==> src/rtl/data_pack_fifo.sv <==
module data_pack_fifo #(
  parameter int DEPTH = 32,
  parameter int LEN_W = 12,
  parameter int CNT_W = 16
) (
  input  logic             clk,
  input  logic             rst_n,
  input  logic             start,
  input  logic             dir_wr,
  input  logic [LEN_W-1:0] blk_len,
  input  logic [CNT_W-1:0] blk_cnt,
  input  logic             cpu_rd,
  input  logic             cpu_wr,
  input  logic [1:0]       cpu_size,
  input  logic [31:0]      cpu_wdata,
  output logic [31:0]      cpu_rdata,
  input  logic             tx_flush,
  output logic [7:0]       card_tx_data,
  output logic             card_tx_valid,
  input  logic             card_tx_ready,
  input  logic [7:0]       card_rx_data,
  input  logic             card_rx_valid,
  output logic             card_rx_ready,
  output logic             rx_req,
  output logic             tx_req,
  output logic             data_done,
  output logic             prog_done,
  output logic             busy
);
  localparam int PW = $clog2(DEPTH);
  localparam int OW = PW + 1;
  localparam int RW = LEN_W + CNT_W;

  logic [7:0]    rx_mem [DEPTH];
  logic [7:0]    tx_mem [DEPTH];
  logic [PW-1:0] rx_head, tx_head;
  logic [OW-1:0] rx_cnt, tx_cnt;
  logic [RW-1:0] rem;
  logic          dir_q;

  logic [2:0]    nb;
  logic [2:0]    rx_take, tx_store;
  logic [OW-1:0] tx_room;
  logic          rx_fire, tx_fire, done_evt, rem_nz;

  assign nb       = (cpu_size == 2'd0) ? 3'd1 : (cpu_size == 2'd1) ? 3'd2 : 3'd4;
  assign rem_nz   = (rem != '0);
  assign rx_take  = (rx_cnt < OW'(nb)) ? rx_cnt[2:0] : nb;
  assign tx_room  = OW'(DEPTH) - tx_cnt;
  assign tx_store = (tx_room < OW'(nb)) ? tx_room[2:0] : nb;

  assign card_rx_ready = busy & ~dir_q & rem_nz & (rx_cnt < OW'(DEPTH));
  assign card_tx_valid = busy & dir_q & rem_nz & (tx_cnt != '0);
  assign card_tx_data  = tx_mem[tx_head];
  assign rx_fire       = card_rx_valid & card_rx_ready;
  assign tx_fire       = card_tx_valid & card_tx_ready;
  assign done_evt      = busy & ~rem_nz;

  always_comb begin
    cpu_rdata = '0;
    for (int i = 0; i < 4; i++) begin
      if (3'(i) < rx_take)
        cpu_rdata[8*(int'(nb)-1-i) +: 8] = rx_mem[rx_head + PW'(i)];
    end
  end

  always_ff @(posedge clk) begin
    if (!start && rx_fire)
      rx_mem[rx_head + rx_cnt[PW-1:0]] <= card_rx_data;
    for (int i = 0; i < 4; i++) begin
      if (!start && !tx_flush && cpu_wr && 3'(i) < tx_store)
        tx_mem[tx_head + tx_cnt[PW-1:0] + PW'(i)] <= cpu_wdata[8*(int'(nb)-1-i) +: 8];
    end
  end

  always_ff @(posedge clk or negedge rst_n) begin
    if (!rst_n) begin
      busy <= 1'b0; dir_q <= 1'b0; rem <= '0;
      rx_head <= '0; rx_cnt <= '0; tx_head <= '0; tx_cnt <= '0;
      rx_req <= 1'b0; tx_req <= 1'b0; data_done <= 1'b0; prog_done <= 1'b0;
    end else begin
      data_done <= 1'b0;
      prog_done <= 1'b0;
      if (start) begin
        busy    <= 1'b1;
        dir_q   <= dir_wr;
        rem     <= RW'(blk_cnt) * RW'(blk_len);
        rx_cnt  <= '0;
        tx_cnt  <= '0;
        rx_req  <= 1'b0;
        tx_req  <= 1'b0;
      end else begin
        if (done_evt) begin
          busy      <= 1'b0;
          data_done <= 1'b1;
          prog_done <= dir_q;
        end
        if (rx_fire || tx_fire) rem <= rem - RW'(1);
        rx_head <= rx_head + (cpu_rd ? PW'(rx_take) : '0);
        rx_cnt  <= rx_cnt - (cpu_rd ? OW'(rx_take) : '0) + OW'(rx_fire);
        tx_head <= tx_head + PW'(tx_fire);
        if (tx_flush) tx_cnt <= '0;
        else          tx_cnt <= tx_cnt + (cpu_wr ? OW'(tx_store) : '0) - OW'(tx_fire);
        if (rx_fire)     rx_req <= 1'b1;
        else if (cpu_rd) rx_req <= 1'b0;
        tx_req <= ~cpu_wr & busy & dir_q & rem_nz;
      end
    end
  end
endmodule

==> config.mk <==
export PLATFORM = sky130hd
export DESIGN_NAME = data_pack_fifo
export DESIGN_NICKNAME = d
export VERILOG_FILES = /design/src/rtl/data_pack_fifo.sv
export SDC_FILE = /design/constraint.sdc
export NUM_CORES = 2
export LEC_CHECK = 0
export BUFFER_PORTS_ARGS = -buffer_cell sky130_fd_sc_hd__buf_2
export CAP_MARGIN = 25
export CORE_MARGIN = 5
export CORE_UTILIZATION = 60
export CTS_CLUSTER_DIAMETER = 50
export DETAILED_ROUTE_END_ITERATION = 8
export PLACE_DENSITY = 0.77
export SYNTH_ARGS = -nofsm -noshare
export SYNTH_HDL_FRONTEND = slang
export SYNTH_SLANG_ARGS = --single-unit
==> constraint.sdc <==
create_clock -name clk -period 7.4 [get_ports clk]
set_clock_uncertainty 0.2 [all_clocks]
set_input_delay 1.48 -clock clk [delete_from_list [all_inputs] [get_ports clk]]
set_output_delay 1.48 -clock clk [all_outputs]
set_load 0.005 [all_outputs]
==> results.py <==
metrics = {
    "clocking": {
        "cts_buffer_depth": 3,
        "post_cts_resized": 0,
        "clockRootBuffer": "clkbuf_16",
        "cts_setup_buffers": 0,
        "cts.sinks": 568,
        "path_clk_slew_ps": 60,
        "htree_levels": 3,
        "cts_tree": "done",
        "hold_buffers": 0,
        "numCtsBuffers": 73,
        "worstSkewPairLatency_ps": 600,
    },
    "run_status": {
        "violations": "design-rule violations",
        "outcome": "finished with violations",
    },
    "yosys": {
        "yosysMostFrequentCell": "edfxtp_1",
        "avgSynthCellArea_um2": 11.5,
        "synth_area_leaders": "edfxtp_1 (34%), mux4_2 (18%), fa_1 (6.5%), a221oi_1 (4.8%), nor2_1 (4.0%)",
        "yosysTopAreaCellShare_pct": 34.4,
        "synthArstFlopShare_pct": 9.86,
        "yosys_warnings": 1,
        "synth_cells": 3893,
        "ys.flop_type": "edfxtp_1",
        "synth_top_area_cell": "edfxtp_1",
        "netlist_area_um2": 44700,
        "ys_ff_latch": 568,
        "synth_cell_types": 92,
        "seq_area_frac_synth_pct": 37.5,
        "syn_nets": 4228,
        "synthTopCellsByCount": "edfxtp_1 (512), nor2_1 (475), mux4_2 (352)",
        "synth_edf_count": 512,
    },
    "placed_design": {
        "placed_cells": 4783,
        "port_buffers": 125,
        "gp_congestion": 1.04,
        "dp_hpwl_um": 105000,
    },
    "power_and_ir_drop": {
        "comb_power_share_pct": 62.3,
        "power_density_nw_per_um2": 423,
        "netSwitchingPower_w": 0.00936,
        "peakVddDrop_mv": 0.552,
        "internal_power_w": 0.0114,
        "power.share.switching_pct": 45.2,
        "seqPwrFrac_pct": 20.4,
        "leakage_nw": 17.9,
        "clkPwrFrac_pct": 17.2,
    },
    "sta": {
        "setup_violations": 0,
        "max_freq_mhz": 151,
        "slew_viol_final": 0,
        "hold_viol": 0,
        "tightest_slew_ps": 1240,
        "rsz0062_at_grt": "false",
        "finalSetupTns_ps": 0,
        "period_share_pct": 89.6,
        "slew_headroom_pct": 16.7,
        "fin_crit_ps": 6630,
    },
    "final_layout": {
        "fillers": 5331,
        "layout.nets": 4242,
        "final_cells": 4942,
        "syn2layout_area_growth_pct": 9.56,
        "drive_gt1_share_pct": 21.1,
    },
    "global_routing": {
        "grt_max_degree": 114,
        "grt_pass1_wl_um": 231000,
        "grt_overflow_total": 0,
        "grtUsageMet2_pct": 56.6,
        "use_met1_pct": 48.7,
        "busiest_layer": "met2",
        "antenna_found_initial": 6,
        "gr-usage-all-layers_pct": 38.2,
        "grt_pass1_vias": 35408,
        "grtUsageMet3_pct": 12.9,
    },
    "drt": {
        "dr.pass1.iters": 9,
        "wire_per_inst_um": 31.9,
        "wl_um": 158000,
        "viasPerCell": 7.61,
        "drt_first_iter_violations": 7275,
        "vias": 37613,
        "drcViolationCount": 8,
        "drtAntennaViolNets": 0,
    },
    "worst_setup_path": {
        "reg2regPathDepth": 13,
        "critPathKind": "reg -> out",
        "slowest_stage": "dfrtp_4",
        "crit_path_max_incr_delay_ps": 960,
        "worst_setup_path_end_kind": "output port",
        "cp_max_fo": 56,
        "worstPathArrival_ps": 4950,
        "worstSetupStartpointType": "register",
        "cp_cell_sequence": "inv_1 -> ha_4 -> buf_12 -> mux4_2 -> mux4_2 -> mux2i_1 -> o22a_1 -> o21ai_0 -> buf_2",
        "cp_common_cell": "mux4_2",
        "cp.required_ps": 5720,
    },
    "die": {
        "die_area_um2": 80100,
        "ioPinCount": 126,
        "die_height_um": 283,
        "rows": 100,
        "core-area_um2": 74200,
        "die_x_um": 283,
        "initial_utilization_pct": 60.3,
    },
    "worst_hold_path": {
        "whs_path_depth": 2,
        "min_path_type": "reg -> reg",
    },
    "flow_run": {
        "cap_violations": 0,
    },
}
==> path summary, 6_finish.rpt <==
kind	startpoint	end	slack, ps
max in group asynchronous	rst_n	rx_head[0]	5540
hold / removal	rx_req	rx_req	340
min in group asynchronous	rst_n	rem[14]	860
setup / recovery	rx_head[0]	cpu_rdata[6]	770
hold reg to reg	rx_req	rx_req	340
setup reg to reg	tx_head[0]	tx_mem[31][7]	1920
==> per-stage QoR <==
stage               total power (W)  utilization [%]  hold WS (ps)  area (um^2)  worst slack (ps)
floorplan                    0.0130                -           329        44700               928
global placement             0.0163             62.1           330        46100               554
detailed placement           0.0167             62.5           337        46400               516
CTS                          0.0203             65.7           348        48800               880
global route                 0.0216             66.0           403        49000               667
finish                       0.0207             66.1           343        49000               769
==> layout by cell type, fill, tap and decap left out, types with 14 or more instances in the layout <==
cell type,n
a221oi_1,244
nor2b_1,19
a211oi_1,73
ha_1,110
clkbuf_16,74
and3_1,14
nand2_1,291
nor3_1,139
xnor2_1,43
fa_1,145
nand3_1,34
nand2b_1,21
dfrtp_1,52
o21ai_0,70
o211ai_1,14
edfxtp_1,512
mux4_2,352
buf_2,127
inv_1,183
mux2i_1,170
nor3_2,19
buf_4,103
xor2_1,28
o221ai_1,24
a21oi_1,196
nor4_1,18
a21o_1,18
nor2_1,475
and2_1,75
o22ai_1,20
buf_6,20
==> flip-flops by register name, summed over array words and instances (netlist names) <==
| signal | count |
|---|---|
| rem | 28 |
| data_done | 1 |
| busy | 1 |
| rx_head | 5 |
| tx_cnt | 6 |
| rx_mem | 256 |
| dir_q | 1 |
| tx_req | 1 |
| prog_done | 1 |
| rx_req | 1 |
| tx_mem | 256 |
| tx_head | 5 |
| rx_cnt | 6 |
==> kinds of logic after synthesis <==
logic type	Yosys count	share of synthesized area, %
buffers and inverters	509	4.66
adders and majority gates	256	9.59
DFF	568	37.5
AOI/OAI and AO/OA	775	12.7
xor gates and xnor gates	83	1.81
and+or+nand+nor	1173	12.0
muxes	529	21.7
==> critical path, delay by kind of cell, from the launching register on <==
kind	cells	cell delay (ps)
multiplexers	3	1540
adder cells (fa/ha/maj)	1	570
AO/OA/AOI/OAI	2	420
buffers and inverters	3	790
flip-flops	1	960
==> layer usage <==
metal | vias up | wire [um]
li1 | 15080 | -
met4 | 4 | 13800
met5 | - | 23
met1 | 17933 | 51400
met3 | 1015 | 23800
met2 | 3581 | 68600
==> layout make-up <==
class	instances	area, um^2	area share, %
antenna	9	22.5	0.0459
clock buffer	81	1880	3.83
clock inverter	51	537	1.09
inverter	185	694	1.42
multi-input combinational	2816	26000	53.0
sequential	568	16800	34.2
tap	969	1210	2.47
timing repair buffer	263	1890	3.86
==> power by group through the flow <==
stage | clock network, W | registers (W) | logic [W]
floorplan | 0 | 0.00404 | 0.00896
detailed placement | 0 | 0.00428 | 0.0124
finish | 0.00357 | 0.00423 | 0.0129
global placement | 0 | 0.00426 | 0.0121
CTS | 0.00356 | 0.00422 | 0.0125
global route | 0.00372 | 0.00427 | 0.0136
Note: power is estimated with default switching activity, not from simulation.
